<file path="src/rtl/dcc_trap_pkg.sv">
package dcc_trap_pkg;

  localparam int LVL_W = 2;
  localparam int KIND_W = 2;
  localparam int REG_W = 4;
  localparam int SYN_W = 6;

  typedef enum logic [LVL_W-1:0] {
    LVL_USER = 2'd0,
    LVL_KERN = 2'd1,
    LVL_HYP  = 2'd2,
    LVL_MON  = 2'd3
  } lvl_e;

  typedef enum logic [KIND_W-1:0] {
    KIND_SYSMOVE = 2'd0,
    KIND_CPMOVE  = 2'd1,
    KIND_CPDBL   = 2'd2,
    KIND_CPLDST  = 2'd3
  } kind_e;

  // Register identifiers
  localparam logic [REG_W-1:0] RID_STAT64  = 4'd0;
  localparam logic [REG_W-1:0] RID_DTR64   = 4'd1;
  localparam logic [REG_W-1:0] RID_DTRTX64 = 4'd2;
  localparam logic [REG_W-1:0] RID_DTRRX64 = 4'd3;
  localparam logic [REG_W-1:0] RID_STAT32  = 4'd4;
  localparam logic [REG_W-1:0] RID_IDENT32 = 4'd5;
  localparam logic [REG_W-1:0] RID_ADDRA32 = 4'd6;
  localparam logic [REG_W-1:0] RID_ADDRB32 = 4'd7;
  localparam logic [REG_W-1:0] RID_RXINT32 = 4'd8;
  localparam logic [REG_W-1:0] RID_TXINT32 = 4'd9;

  // Syndrome classes
  localparam logic [SYN_W-1:0] SYN_SYSREG = 6'h18;
  localparam logic [SYN_W-1:0] SYN_CPMOVE = 6'h05;
  localparam logic [SYN_W-1:0] SYN_CPLDST = 6'h06;
  localparam logic [SYN_W-1:0] SYN_CPDBL  = 6'h0C;

endpackage

</file>
<file path="src/rtl/dcc_a64_decode.sv">
module dcc_a64_decode
  import dcc_trap_pkg::*;
(
  input  logic [KIND_W-1:0] acc_kind,
  input  logic [REG_W-1:0]  reg_id,
  input  logic              in_debug,
  output logic              hit,
  output logic [SYN_W-1:0]  syn
);

  always_comb begin
    hit = 1'b0;
    if (kind_e'(acc_kind) == KIND_SYSMOVE) begin
      unique case (reg_id)
        RID_STAT64:                          hit = 1'b1;
        RID_DTR64, RID_DTRTX64, RID_DTRRX64: hit = ~in_debug;
        default:                             hit = 1'b0;
      endcase
    end
    syn = hit ? SYN_SYSREG : '0;
  end

endmodule

</file>
<file path="src/rtl/dcc_a32_decode.sv">
module dcc_a32_decode
  import dcc_trap_pkg::*;
(
  input  logic [KIND_W-1:0] acc_kind,
  input  logic [REG_W-1:0]  reg_id,
  input  logic              mem_load,
  input  logic              in_debug,
  output logic              hit,
  output logic [SYN_W-1:0]  syn
);

  logic hit_move;
  logic hit_dbl;
  logic hit_ldst;

  always_comb begin
    hit_move = 1'b0;
    unique case (reg_id)
      RID_STAT32, RID_IDENT32, RID_ADDRA32, RID_ADDRB32: hit_move = 1'b1;
      RID_RXINT32, RID_TXINT32:                          hit_move = ~in_debug;
      default:                                           hit_move = 1'b0;
    endcase
  end

  always_comb begin
    hit_dbl = (reg_id == RID_ADDRA32) || (reg_id == RID_ADDRB32);
  end

  always_comb begin
    hit_ldst = (mem_load && (reg_id == RID_RXINT32)) ||
               (!mem_load && (reg_id == RID_TXINT32));
  end

  always_comb begin
    hit = 1'b0;
    syn = '0;
    unique case (kind_e'(acc_kind))
      KIND_CPMOVE: begin
        hit = hit_move;
        syn = hit_move ? SYN_CPMOVE : '0;
      end
      KIND_CPDBL: begin
        hit = hit_dbl;
        syn = hit_dbl ? SYN_CPDBL : '0;
      end
      KIND_CPLDST: begin
        hit = hit_ldst;
        syn = hit_ldst ? SYN_CPLDST : '0;
      end
      default: begin
        hit = 1'b0;
        syn = '0;
      end
    endcase
  end

endmodule

</file>
<file path="src/rtl/dcc_trap_route.sv">
module dcc_trap_route
  import dcc_trap_pkg::*;
(
  input  logic             hyp_present,
  input  logic             hyp_enabled,
  input  logic             hyp_route,
  output logic [LVL_W-1:0] route_lvl
);

  logic to_hyp;

  always_comb begin
    to_hyp    = hyp_present & hyp_enabled & hyp_route;
    route_lvl = to_hyp ? LVL_W'(LVL_HYP) : LVL_W'(LVL_KERN);
  end

endmodule

</file>
<file path="src/rtl/dcc_trap_decoder.sv">
module dcc_trap_decoder
  import dcc_trap_pkg::*;
(
  input  logic [1:0] priv_lvl,
  input  logic       a64_state,
  input  logic [1:0] acc_kind,
  input  logic [3:0] reg_id,
  input  logic       mem_load,
  input  logic       in_debug,
  input  logic       trap_en,
  input  logic       hyp_present,
  input  logic       hyp_enabled,
  input  logic       hyp_route,
  output logic       trap,
  output logic [1:0] target_lvl,
  output logic [5:0] syndrome
);

  logic             hit64;
  logic [SYN_W-1:0] syn64;
  logic             hit32;
  logic [SYN_W-1:0] syn32;
  logic [LVL_W-1:0] route_lvl;
  logic             user_gate;
  logic             hit_sel;
  logic [SYN_W-1:0] syn_sel;

  dcc_a64_decode u_a64 (
    .acc_kind (acc_kind),
    .reg_id   (reg_id),
    .in_debug (in_debug),
    .hit      (hit64),
    .syn      (syn64)
  );

  dcc_a32_decode u_a32 (
    .acc_kind (acc_kind),
    .reg_id   (reg_id),
    .mem_load (mem_load),
    .in_debug (in_debug),
    .hit      (hit32),
    .syn      (syn32)
  );

  dcc_trap_route u_route (
    .hyp_present (hyp_present),
    .hyp_enabled (hyp_enabled),
    .hyp_route   (hyp_route),
    .route_lvl   (route_lvl)
  );

  always_comb begin
    user_gate  = trap_en && (lvl_e'(priv_lvl) == LVL_USER);
    hit_sel    = a64_state ? hit64 : hit32;
    syn_sel    = a64_state ? syn64 : syn32;
    trap       = user_gate && hit_sel;
    syndrome   = trap ? syn_sel : '0;
    target_lvl = trap ? route_lvl : '0;
  end

endmodule

</file>
<file path="config.mk">
export PLATFORM = sky130hd
export DESIGN_NAME = dcc_trap_decoder
export DESIGN_NICKNAME = d
export VERILOG_FILES = /design/src/rtl/dcc_trap_pkg.sv /design/src/rtl/dcc_a64_decode.sv /design/src/rtl/dcc_a32_decode.sv /design/src/rtl/dcc_trap_route.sv /design/src/rtl/dcc_trap_decoder.sv
export SDC_FILE = /design/constraint.sdc
export NUM_CORES = 1
export LEC_CHECK = 0
export CAP_MARGIN = 20
export CORE_AREA = 2 2 39 41
export DETAILED_ROUTE_END_ITERATION = 8
export DIE_AREA = 0 0 41 43
export DONT_BUFFER_PORTS = 1
export PLACE_DENSITY = 0.52
export SLEW_MARGIN = 20
export SYNTH_ARGS = -nofsm -noshare
export SYNTH_HDL_FRONTEND = slang
export SYNTH_HIERARCHICAL = 1
export SYNTH_SLANG_ARGS = --single-unit
export TNS_END_PERCENT = 10
</file>
<file path="constraint.sdc">
create_clock -name vclk -period 1.1
set_clock_uncertainty 0.05 [all_clocks]
set_input_delay 0 -clock vclk [all_inputs]
set_output_delay 0 -clock vclk [all_outputs]
set_load 0.05 [all_outputs]
</file>
# After elaboration in Yosys (flattened, before gate mapping)
# Index checks and enable logic that the tools add are counted.
[totals]
reg_bits = 0
latchBits = 0
ram_bits = 0
mem_bits_ro = 0
input_bits = 15
out_inout_bits = 9
wordCells = 42
mem_count = 0
[op_classes]
addsub = 0
n_mul = 0
n_div = 0
n_lt_le_gt_ge = 0
eq_ne = 12
shift = 0
n_mux = 14
bitwise_logic = 3
reduce_logical = 13
[op_table]
columns = ["op", "n"]
rows = [
  ["case mux 6 bit (3 select lines)", 1],
  ["== test 4 x 3 -> 1 bit, second input constant", 4],
  ["2-to-1 mux 6 bit", 2],
  ["== test 4 x 2 -> 1 bit, second input constant", 2],
  ["== test 4 bit, second input constant", 2],
  ["2-to-1 mux 3 bit", 2],
  ["2-to-1 mux 5 bit", 1],
  ["== test 2 bit, second input constant", 2],
  ["== test 4 x 1 -> 1 bit, second input constant", 1],
  ["logical AND 1 bit", 4],
  ["logical NOT 2 bit", 2],
  ["logical NOT 4 bit", 1],
  ["2-to-1 mux 2 bit", 2],
  ["2-to-1 mux 4 bit", 1],
  ["case mux 1 bit (2 select lines)", 2],
  ["OR reduction 4 bit", 1],
  ["case mux 1 bit (3 select lines)", 1],
  ["OR reduction 3 bit", 1],
  ["bitwise AND 1 bit", 2],
  ["== test 2 x 1 -> 1 bit, second input constant", 1],
  ["logical OR 1 bit", 2],
  ["2-to-1 mux 1 bit", 2],
  ["OR reduction 2 bit", 1],
  ["logical NOT 1 bit", 1],
  ["NOT 1 bit", 1],
]

# Longest topological paths before layout
# Gate-level depths: netlist of the first run.
[depth]
word_depth = 7
mapped_depth = 6
ltp_nobuf = 5

# Hierarchy
# Netlist of the first run, hierarchy kept.
[modules_own_cells]
columns = ["module", "instances", "cells_each", "area_per_inst_um2", "seq_area_each_um2"]
rows = [
  ["dcc_trap_decoder", 1, 19, 198.9, 0.0],
  ["dcc_a32_decode", 1, 16, 112.6, 0.0],
  ["dcc_a64_decode", 1, 10, 66.3, 0.0],
  ["dcc_trap_route", 1, 3, 18.8, 0.0],
]

# Worst setup path after synthesis of the first run
# Ideal clock, no wire load.
[synth_path]
path_kind = "input-to-output"
startpoint = "input port reg_id[2]"
endpoint = "output port target_lvl[0]"
t_arrival_ns = 1.416
required_ns = 1.050
slack_ns = -0.366
stages = 5
path_buffers = 0
cell_sequence = "nor3b_2 nand3_1 o211ai_1 mux2i_4 nor3b_2"
[synth_between]
elab_chain_len = 7
word_cells_on_any_way = 24
cone_classes = "eq/ne (9); mux (6); reduce/logical (9)"
[synth_lines]
columns = ["item", "line_no", "source"]
rows = [
  ["from (decl)", "dcc_trap_decoder.sv:7", "input logic [3:0] reg_id,"],
  ["== test 4 x 3 -> 1 bit, or another cell as far along", "dcc_a32_decode.sv:18", "unique case (reg_id)"],
  ["OR reduction 4 bit, or another cell as far along", "dcc_a32_decode.sv:18", ""],
  ["case mux 1 bit (2 select lines) / logical OR 1 bit (equally long branches)", "dcc_a32_decode.sv:18, dcc_a32_decode.sv:30", ""],
  ["case mux 1 bit (3 select lines) (*)", "dcc_a32_decode.sv:37", "unique case (kind_e'(acc_kind))"],
  ["via hit32", "dcc_trap_decoder.sv:21", "logic hit32;"],
  ["2-to-1 mux 1 bit (*)", "dcc_trap_decoder.sv:54", "hit_sel = a64_state ? hit64 : hit32;"],
  ["logical AND 1 bit (*)", "dcc_trap_decoder.sv:56", "trap = user_gate && hit_sel;"],
  ["2-to-1 mux 2 bit (*)", "dcc_trap_decoder.sv:58", "target_lvl = trap ? route_lvl : '0;"],
  ["to (decl)", "dcc_trap_decoder.sv:15", "output logic [1:0] target_lvl,"],
]
# The timed path passes the listed nets; every way through them passes the cells marked *.

# Worst setup path in the final report of the first run
[layout_path]
startpoint = "input port reg_id[2]"
endpoint = "output port target_lvl[1]"
# The elaborated chain is that of the path after synthesis.

==> run_summary.xml, run 1 <==
<?xml version="1.0" encoding="UTF-8"?>
<metrics>
  <group name="logic_synthesis">
    <metric name="synth.yosys.seq_area_share" unit="%">0</metric>
    <metric name="ys_top_cells_by_area" unit="">buf_4, mux2i_1, nor3_2, nor3b_2, mux2i_4</metric>
    <metric name="syn-mean-instance-area" unit="µm²">8.26</metric>
    <metric name="top_cell_types_by_occurrence_after_synthesis" unit="">buf_4, mux2i_1, nor3_2</metric>
    <metric name="synth.cell_area" unit="µm²">397</metric>
    <metric name="syn_inst" unit="">48</metric>
    <metric name="cell_with_the_most_instances_after_synthesis" unit="">buf_4</metric>
    <metric name="synth_top_cell_by_area" unit="">buf_4</metric>
    <metric name="yosys.cell_types.count" unit="">21</metric>
    <metric name="yosysWarnings" unit="">6</metric>
    <metric name="synth_top_cell_area_share" unit="%">20.8</metric>
  </group>
  <group name="cells_and_area">
    <metric name="fin_cells" unit="">76</metric>
    <metric name="register_area" unit="µm²">0</metric>
    <metric name="nNetsFinal" unit="">77</metric>
    <metric name="seq_cells" unit="">0</metric>
    <metric name="drive_gt1_share" unit="%">55.0</metric>
    <metric name="clock_buffers" unit="">0</metric>
    <metric name="antenna-diode-count" unit="">0</metric>
    <metric name="final_cell_area" unit="µm²">659</metric>
    <metric name="synthToLayoutAreaGrowth" unit="%">66.2</metric>
    <metric name="postLayoutCoreUtil" unit="%">47.6</metric>
  </group>
  <group name="worst_hold_path">
    <metric name="hold_depth" unit="">3</metric>
    <metric name="hold_path_end" unit="">target_lvl[0]</metric>
    <metric name="timing.hold.worst.class" unit="">in2out</metric>
    <metric name="timing.hold.worst.start" unit="">hyp_enabled</metric>
  </group>
  <group name="timing">
    <metric name="tns" unit="ns">-0.783</metric>
    <metric name="finalSetupViolCount" unit="">8</metric>
    <metric name="tightest_hold_margin" unit="ns">0.296</metric>
    <metric name="maxSlewViolCount" unit="">0</metric>
    <metric name="fmax" unit="MHz">803</metric>
    <metric name="worst_max_slew_pin_slew" unit="ns">0.832</metric>
    <metric name="grt_setup_unrepaired" unit="">true</metric>
    <metric name="timing.final.crit_period" unit="ns">1.25</metric>
    <metric name="finalHoldViolCount" unit="">0</metric>
    <metric name="setup_slack" unit="ns">-0.145</metric>
    <metric name="period_share" unit="%">113</metric>
    <metric name="relSlewSlack" unit="%">44.2</metric>
  </group>
  <group name="worst_setup_path">
    <metric name="crit_path_end_kind" unit="">output port</metric>
    <metric name="path_delay_family" unit="">simple AND/OR/NAND/NOR gates</metric>
    <metric name="critical_path_buf_inv_count" unit="">3</metric>
    <metric name="startpoint_type" unit="">primary input</metric>
    <metric name="setup.worst_path.start" unit="">reg_id[2]</metric>
    <metric name="critical_path_class" unit="">in2out</metric>
    <metric name="cp_slowest_cell" unit="">nor3b_4</metric>
    <metric name="slowest_delay" unit="ns">0.21</metric>
    <metric name="timing.critical_path.mode_cell" unit="">buf_12</metric>
    <metric name="critPathRequiredTime" unit="ns">1.05</metric>
    <metric name="crit_path_cell_trace" unit="">nor3b_2 &gt; nand3_1 &gt; o211ai_1 &gt; buf_4 &gt; mux2i_4 &gt; buf_12 &gt; nor3b_4 &gt; buf_12</metric>
    <metric name="critical_path_peak_fanout" unit="">8</metric>
    <metric name="arrival" unit="ns">1.20</metric>
  </group>
  <group name="detailed_routing">
    <metric name="wirelength" unit="µm">755</metric>
    <metric name="route.detailed.drc" unit="">0</metric>
    <metric name="route.antenna.remaining_nets" unit="">0</metric>
    <metric name="routed_via_density" unit="">4.51</metric>
    <metric name="via_count" unit="">343</metric>
    <metric name="drt-wirelength-per-cell" unit="µm">9.93</metric>
    <metric name="drt-pass1-iter-count" unit="">2</metric>
    <metric name="initialDrtViolationCount" unit="">1</metric>
  </group>
  <group name="outcome">
    <metric name="run_status" unit="">complete, but fails checks</metric>
    <metric name="violations_in_the_final_reports" unit="">setup timing</metric>
  </group>
  <group name="placed_design">
    <metric name="placedCellCount" unit="">73</metric>
    <metric name="dpl-instance-area" unit="µm²">612</metric>
    <metric name="gpl.final_weighted_congestion" unit="">0.619</metric>
    <metric name="port_buffer_count" unit="">0</metric>
    <metric name="place_worst_setup_slack" unit="ns">-0.296</metric>
    <metric name="post-dp-hpwl" unit="µm">666</metric>
  </group>
  <group name="pwr">
    <metric name="ir_worst_vdd" unit="mV">0.0873</metric>
    <metric name="power.static_leakage" unit="nW">0.308</metric>
    <metric name="power" unit="mW">0.121</metric>
    <metric name="p_per_area" unit="mW/mm²">184</metric>
  </group>
  <group name="global_routing">
    <metric name="globalRoute.totalOverflow" unit="">0</metric>
    <metric name="global_route.usage.total" unit="%">9.96</metric>
    <metric name="antenna_violations_before_repair" unit="">0</metric>
    <metric name="grt_start_max_net_pins" unit="">9</metric>
    <metric name="grt_pass1_wl" unit="µm">1320</metric>
    <metric name="grt_pass1_vias" unit="">353</metric>
  </group>
  <group name="run">
    <metric name="max-cap-violations" unit="">0</metric>
  </group>
  <group name="floorplan">
    <metric name="die_height" unit="µm">43</metric>
    <metric name="initial_utilization" unit="%">28.7</metric>
    <metric name="floorplan.rows" unit="">14</metric>
    <metric name="count_of_boundary_i_o_pins" unit="">24</metric>
    <metric name="fp.coreArea" unit="mm²">0.00138</metric>
    <metric name="die-area" unit="mm²">0.00176</metric>
    <metric name="die_width" unit="µm">41</metric>
  </group>
  <group name="clock_network">
    <metric name="hold_buffers" unit="">0</metric>
  </group>
</metrics>
[tightest hold or removal path, cell delays in order]
cell     delay, ns
nand3_1       0.05
nor3b_4       0.16
buf_12        0.14
[area by class of cell]
| cell class | count | area, µm² |
|---|---|---|
| timing repair buffer | 20 | 263 |
| inverter | 2 | 7.51 |
| multi-input combinational | 38 | 369 |
| fill | 142 | 724 |
| tap | 16 | 20.0 |
[how the worst max path moves through the flow]
stage	slack (ns)	cells after the start	to
global route	-0.24	8	target_lvl[1]
global placement	-0.26	6	trap
floorplan	-0.24	5	target_lvl[0]
finish	-0.15	8	target_lvl[1]
detailed placement	-0.30	6	trap
CTS	-0.16	8	target_lvl[1]
[what timing repair did]
action / in CTS / in global routing
pin swaps: 5 / 1
hold endpoints to repair: 0 / 0
endpoints found under the setup margin: 8 / 8
buffers inserted: 3 / 0
gates resized for setup: 2 / 0
[power breakdown]
group	total (mW)	switching [mW]	internal, mW	leakage [nW]
Clock	0	0	0	0
Sequential	0	0	0	0
Combinational	0.121	0.0556	0.0657	0.308
[per-layer routing]
metal | vias to the layer above | part of all wire (%) | track usage (%) | routed length [µm]
li1 | 179 | - | - | -
met1 | 151 | 35 | 12.9 | 268
met3 | 0 | 7.8 | 0.524 | 59
met4 | 0 | 0 | 0 | 0
met5 | - | 0 | 0 | 0
met2 | 13 | 57 | 18.1 | 427
[kinds of logic after synthesis]
group / Yosys count / synth area share, %
AOI/OAI and AO/OA: 3 / 4.41
xor gates and xnor gates: 1 / 2.21
buffers and inverters: 14 / 25.6
muxes: 7 / 20.8
other: 2 / 1.89
and+or+nand+nor: 21 / 45.1
[layout by cell type, fill, tap and decap left out, drive strengths merged]
cell type  netlist  layout
nor3b            3       3
nor4b            1       1
o211ai           1       1
or3b             1       1
buf             12      20
and2             1       1
nor2             2       2
inv              2       2
mux2i            7       7
and3             1       1
nor2b            2       2
nor4             1       1
nand3            2       2
o21ai            2       2
conb             2       6
nor3             6       6
nand4b           1       1
xnor2            1       1
No activity file was read; power rests on OpenSTA's default activity.
==> run 2: changes to the inputs <==
CORE_AREA = default   (was 2 2 39 41)
CORE_MARGIN = 2   (was default)
CORE_UTILIZATION = 26   (was default)
DIE_AREA = default   (was 0 0 41 43)
PLACE_DENSITY = 0.48   (was 0.52)
==> run_summary.xml, run 2 (same netlist as run 1, synthesis figures left out) <==
<?xml version="1.0" encoding="UTF-8"?>
<metrics>
  <group name="outcome">
    <metric name="run_status" unit="">complete, but fails checks</metric>
    <metric name="violations_in_the_final_reports" unit="">setup timing</metric>
  </group>
  <group name="placed_design">
    <metric name="dpl-instance-area" unit="µm²">617</metric>
    <metric name="gpl.final_weighted_congestion" unit="">0.643</metric>
    <metric name="port_buffer_count" unit="">0</metric>
    <metric name="post-dp-hpwl" unit="µm">575</metric>
  </group>
  <group name="worst_hold_path">
    <metric name="timing.hold.worst.class" unit="">in2out</metric>
    <metric name="timing.hold.worst.start" unit="">hyp_enabled</metric>
  </group>
  <group name="global_routing">
    <metric name="grt_pass1_wl" unit="µm">1110</metric>
    <metric name="antenna_violations_before_repair" unit="">0</metric>
    <metric name="grt_start_max_net_pins" unit="">10</metric>
    <metric name="grt_pass1_vias" unit="">276</metric>
    <metric name="global_route.usage.total" unit="%">7.48</metric>
    <metric name="globalRoute.totalOverflow" unit="">0</metric>
  </group>
  <group name="worst_setup_path">
    <metric name="setup.worst_path.start" unit="">reg_id[2]</metric>
    <metric name="critical_path_class" unit="">in2out</metric>
    <metric name="startpoint_type" unit="">primary input</metric>
    <metric name="slowest_delay" unit="ns">0.20</metric>
    <metric name="arrival" unit="ns">1.19</metric>
    <metric name="timing.critical_path.mode_cell" unit="">buf_4</metric>
    <metric name="critPathRequiredTime" unit="ns">1.05</metric>
    <metric name="crit_path_end_kind" unit="">output port</metric>
    <metric name="critical_path_peak_fanout" unit="">4</metric>
    <metric name="crit_path_cell_trace" unit="">nor3b_4 &gt; nand3_1 &gt; o211ai_1 &gt; buf_4 &gt; mux2i_4 &gt; buf_4 &gt; nor3_4 &gt; buf_12</metric>
    <metric name="cp_slowest_cell" unit="">nor3_4</metric>
  </group>
  <group name="cells_and_area">
    <metric name="clock_buffers" unit="">0</metric>
    <metric name="layout.cells.most_common" unit="">buf_12</metric>
    <metric name="nNetsFinal" unit="">76</metric>
    <metric name="postLayoutCoreUtil" unit="%">46.1</metric>
    <metric name="filler_cell_count" unit="">144</metric>
    <metric name="drive_gt1_share" unit="%">55.9</metric>
    <metric name="antenna-diode-count" unit="">0</metric>
    <metric name="final_cell_area" unit="µm²">678</metric>
    <metric name="mostFrequentLayoutCells" unit="">buf_12, buf_4, mux2i_1, conb_1, nor3_4</metric>
    <metric name="seq_cells" unit="">0</metric>
    <metric name="register_area" unit="µm²">0</metric>
    <metric name="multi_input_area" unit="µm²">383</metric>
    <metric name="synthToLayoutAreaGrowth" unit="%">71.0</metric>
  </group>
  <group name="timing">
    <metric name="finalSetupViolCount" unit="">8</metric>
    <metric name="tns" unit="ns">-0.978</metric>
    <metric name="period_share" unit="%">113</metric>
    <metric name="worst_max_slew_pin_slew" unit="ns">0.840</metric>
    <metric name="setup_slack" unit="ns">-0.143</metric>
    <metric name="finalHoldViolCount" unit="">0</metric>
    <metric name="tightest_hold_margin" unit="ns">0.290</metric>
    <metric name="grt_setup_unrepaired" unit="">true</metric>
    <metric name="fmax" unit="MHz">805</metric>
    <metric name="relSlewSlack" unit="%">43.7</metric>
    <metric name="timing.final.crit_period" unit="ns">1.24</metric>
    <metric name="maxSlewViolCount" unit="">0</metric>
  </group>
  <group name="floorplan">
    <metric name="die_height" unit="µm">43.1</metric>
    <metric name="die-area" unit="mm²">0.00185</metric>
    <metric name="floorplan.rows" unit="">14</metric>
    <metric name="die_width" unit="µm">43.1</metric>
    <metric name="count_of_boundary_i_o_pins" unit="">24</metric>
    <metric name="initial_utilization" unit="%">27.0</metric>
    <metric name="fp.coreArea" unit="mm²">0.00147</metric>
  </group>
  <group name="detailed_routing">
    <metric name="via_count" unit="">340</metric>
    <metric name="initialDrtViolationCount" unit="">1</metric>
    <metric name="met3_length" unit="µm">29</metric>
    <metric name="top_routing_layer_used" unit="">met3</metric>
    <metric name="route.antenna.remaining_nets" unit="">0</metric>
    <metric name="wirelength" unit="µm">667</metric>
    <metric name="routed_via_density" unit="">4.53</metric>
    <metric name="wirelength_met1" unit="µm">277</metric>
    <metric name="drt-wirelength-per-cell" unit="µm">8.89</metric>
    <metric name="drt-pass1-iter-count" unit="">3</metric>
    <metric name="route.met2.wl" unit="µm">360</metric>
    <metric name="route.detailed.drc" unit="">0</metric>
  </group>
  <group name="pwr">
    <metric name="power" unit="mW">0.123</metric>
    <metric name="clockPowerShare" unit="%">0</metric>
    <metric name="power.net_switching" unit="mW">0.0557</metric>
    <metric name="cell_internal_pwr" unit="mW">0.0677</metric>
    <metric name="p_per_area" unit="mW/mm²">182</metric>
    <metric name="pwr-share-seq" unit="%">0</metric>
    <metric name="ir_worst_vdd" unit="mV">0.117</metric>
    <metric name="switching_share" unit="%">45.1</metric>
    <metric name="share_comb_of_total_power" unit="%">100.0</metric>
    <metric name="power.static_leakage" unit="nW">0.323</metric>
  </group>
  <group name="run">
    <metric name="max-cap-violations" unit="">0</metric>
  </group>
</metrics>
-- run 2: critical path, delay by kind of cell --
kind                   cells  cell delay (ns)
AND/OR/NAND/NOR            3             0.46
AO/OA/AOI/OAI              1             0.18
buffers and inverters      3             0.47
multiplexers               1             0.07
-- run 2: per-stage QoR --
stage / worst slack [ns] / std cells
finish: -0.143 / 75
global route: -0.230 / 75
CTS: -0.140 / 75
detailed placement: -0.308 / 72
global placement: -0.273 / 72
floorplan: -0.238 / 52
-- run 2: final timing paths --
kind | to | depth (start not counted) | slack (ns)
setup / recovery | syndrome[0] | 8 | -0.14
hold / removal | target_lvl[0] | 3 | 0.29
-- run 2: metal layers --
metal	vias up	track usage, %
met5	-	0
met4	0	0
met3	0	0
met2	12	14.8
met1	150	9.51
li1	178	-
-- run 2: power by group through the flow --
stage	Combinational, mW	Sequential, mW	Clock [mW]
after floorplan	0.105	0	0
after global placement	0.104	0	0
after detailed placement	0.104	0	0
after CTS	0.120	0	0
after global routing	0.132	0	0
final	0.123	0	0
-- run 2: cell type report --
class                           instances  area share [%]
Tap cell                               16            2.95
Inverter                                2            1.11
Multi-Input combinational cell         38            56.5
Timing Repair Buffer                   19            39.5
-- run 2: repair_timing --
item	CTS	global route
gates resized for setup	2	3
pin swaps	7	1
buffers inserted	3	0
hold buffers	0	0
setup endpoints to repair	8	8
==> run 3: changes to the inputs <==
PLACE_DENSITY = 0.49   (was 0.48)
TNS_END_PERCENT = 5   (was 10)
clock period = 1.04 ns   (was 1.1 ns; I/O delays follow)
==> run_summary.xml, run 3 (same netlist as run 1, synthesis figures left out) <==
<?xml version="1.0" encoding="UTF-8"?>
<metrics>
  <group name="global_routing">
    <metric name="globalRoute.totalOverflow" unit="">0</metric>
    <metric name="global_route.usage.total" unit="%">7.92</metric>
    <metric name="grt_pass1_wl" unit="µm">1190</metric>
    <metric name="grt_start_max_net_pins" unit="">10</metric>
    <metric name="grt_pass1_vias" unit="">290</metric>
    <metric name="antenna_violations_before_repair" unit="">0</metric>
  </group>
  <group name="detailed_routing">
    <metric name="initialDrtViolationCount" unit="">1</metric>
    <metric name="wirelength" unit="µm">697</metric>
    <metric name="via_count" unit="">326</metric>
    <metric name="route.detailed.drc" unit="">0</metric>
    <metric name="drt-wirelength-per-cell" unit="µm">9.96</metric>
    <metric name="drt-pass1-iter-count" unit="">2</metric>
    <metric name="route.antenna.remaining_nets" unit="">0</metric>
    <metric name="routed_via_density" unit="">4.66</metric>
  </group>
  <group name="pwr">
    <metric name="power.static_leakage" unit="nW">0.290</metric>
    <metric name="p_per_area" unit="mW/mm²">178</metric>
    <metric name="ir_worst_vdd" unit="mV">0.0934</metric>
    <metric name="power" unit="mW">0.109</metric>
  </group>
  <group name="floorplan">
    <metric name="die-area" unit="mm²">0.00185</metric>
    <metric name="floorplan.rows" unit="">14</metric>
    <metric name="fp.coreArea" unit="mm²">0.00147</metric>
    <metric name="initial_utilization" unit="%">27.0</metric>
    <metric name="die_width" unit="µm">43.1</metric>
    <metric name="count_of_boundary_i_o_pins" unit="">24</metric>
    <metric name="die_height" unit="µm">43.1</metric>
  </group>
  <group name="timing">
    <metric name="finalSetupViolCount" unit="">8</metric>
    <metric name="finalHoldViolCount" unit="">0</metric>
    <metric name="period_share" unit="%">124</metric>
    <metric name="setup_slack" unit="ns">-0.247</metric>
    <metric name="grt_setup_unrepaired" unit="">true</metric>
    <metric name="maxSlewViolCount" unit="">0</metric>
    <metric name="timing.final.crit_period" unit="ns">1.29</metric>
    <metric name="relSlewSlack" unit="%">43.6</metric>
    <metric name="worst_max_slew_pin_slew" unit="ns">0.842</metric>
    <metric name="fmax" unit="MHz">777</metric>
  </group>
  <group name="worst_setup_path">
    <metric name="critical_path_buf_inv_count" unit="">2</metric>
    <metric name="crit_path_cell_trace" unit="">nor3b_2 &gt; nand3_1 &gt; o211ai_1 &gt; mux2i_4 &gt; buf_12 &gt; nor3_4 &gt; buf_12</metric>
    <metric name="startpoint_type" unit="">primary input</metric>
    <metric name="arrival" unit="ns">1.24</metric>
    <metric name="worst_setup_path_endpoint" unit="">syndrome[3]</metric>
    <metric name="critPathRequiredTime" unit="ns">0.99</metric>
    <metric name="slowest_delay" unit="ns">0.30</metric>
    <metric name="crit_path_end_kind" unit="">output port</metric>
    <metric name="path_delay_family" unit="">simple AND/OR/NAND/NOR gates</metric>
    <metric name="critical_path_peak_fanout" unit="">9</metric>
    <metric name="timing.critical_path.mode_cell" unit="">buf_12</metric>
    <metric name="critical_path_class" unit="">in2out</metric>
    <metric name="cp_slowest_cell" unit="">o211ai_1</metric>
    <metric name="setup.worst_path.start" unit="">reg_id[2]</metric>
    <metric name="cp.depth" unit="">7</metric>
  </group>
  <group name="cells_and_area">
    <metric name="drive_gt1_share" unit="%">48.1</metric>
    <metric name="seq_cells" unit="">0</metric>
    <metric name="layout.cells.most_common" unit="">buf_12</metric>
    <metric name="synthToLayoutAreaGrowth" unit="%">54.9</metric>
    <metric name="fin_cells" unit="">70</metric>
    <metric name="mostFrequentLayoutCells" unit="">buf_12, mux2i_1, conb_1</metric>
    <metric name="final_cell_area" unit="µm²">614</metric>
    <metric name="nNetsFinal" unit="">71</metric>
    <metric name="register_area" unit="µm²">0</metric>
    <metric name="antenna-diode-count" unit="">0</metric>
    <metric name="postLayoutCoreUtil" unit="%">41.8</metric>
    <metric name="clock_buffers" unit="">0</metric>
  </group>
  <group name="worst_hold_path">
    <metric name="timing.hold.worst.class" unit="">in2out</metric>
    <metric name="timing.hold.worst.start" unit="">hyp_enabled</metric>
  </group>
  <group name="run">
    <metric name="max-cap-violations" unit="">0</metric>
  </group>
  <group name="outcome">
    <metric name="run_status" unit="">complete, but fails checks</metric>
    <metric name="violations_in_the_final_reports" unit="">setup timing</metric>
  </group>
  <group name="clock_network">
    <metric name="hold_buffers" unit="">0</metric>
    <metric name="cts_resized" unit="">0</metric>
  </group>
  <group name="placed_design">
    <metric name="placedCellCount" unit="">69</metric>
    <metric name="dpl-instance-area" unit="µm²">594</metric>
    <metric name="port_buffer_count" unit="">0</metric>
    <metric name="post-dp-hpwl" unit="µm">610</metric>
    <metric name="gpl.final_weighted_congestion" unit="">0.646</metric>
  </group>
</metrics>
## run 3: through the flow
step	hold WS [ns]	setup TNS, ns	setup WS [ns]
final	0.297	-1.82	-0.247
after floorplan	0.196	-2.30	-0.298
after global routing	0.315	-2.39	-0.321
after CTS	0.303	-1.87	-0.250
after detailed placement	0.302	-2.78	-0.368
after global placement	0.300	-2.46	-0.326
## run 3: cell type report
cell class | instances | area (µm²)
Inverter | 2 | 7.51
Multi-Input combinational cell | 38 | 357
Tap cell | 16 | 20.0
Fill cell | 154 | 857
Timing Repair Buffer | 14 | 230
## run 3: repair_timing
item                                    4_1_cts  5_1_grt
pin swaps                                     1        0
buffers inserted                              1        0
endpoints found under the setup margin        8        8
## run 3: routing by layer
metal | share of wire, % | track usage [%]
met4 | 0 | 0
met5 | 0 | 0
met1 | 36 | 10.5
met2 | 57 | 14.8
met3 | 6.2 | 0.426
## run 3: how the worst min path moves through the flow
stage                                to  slack [ns]  cells past startpoint
after floorplan           target_lvl[0]        0.20                      2
after global placement    target_lvl[0]        0.30                      3
after detailed placement  target_lvl[0]        0.30                      3
after CTS                 target_lvl[0]        0.30                      3
after global routing      target_lvl[0]        0.32                      3
final                     target_lvl[0]        0.30                      3
## run 3: power by group
group | switching (mW) | internal [mW] | leakage, nW | total, mW
sequential | 0 | 0 | 0 | 0
clock | 0 | 0 | 0 | 0
combinational | 0.0539 | 0.0552 | 0.290 | 0.109
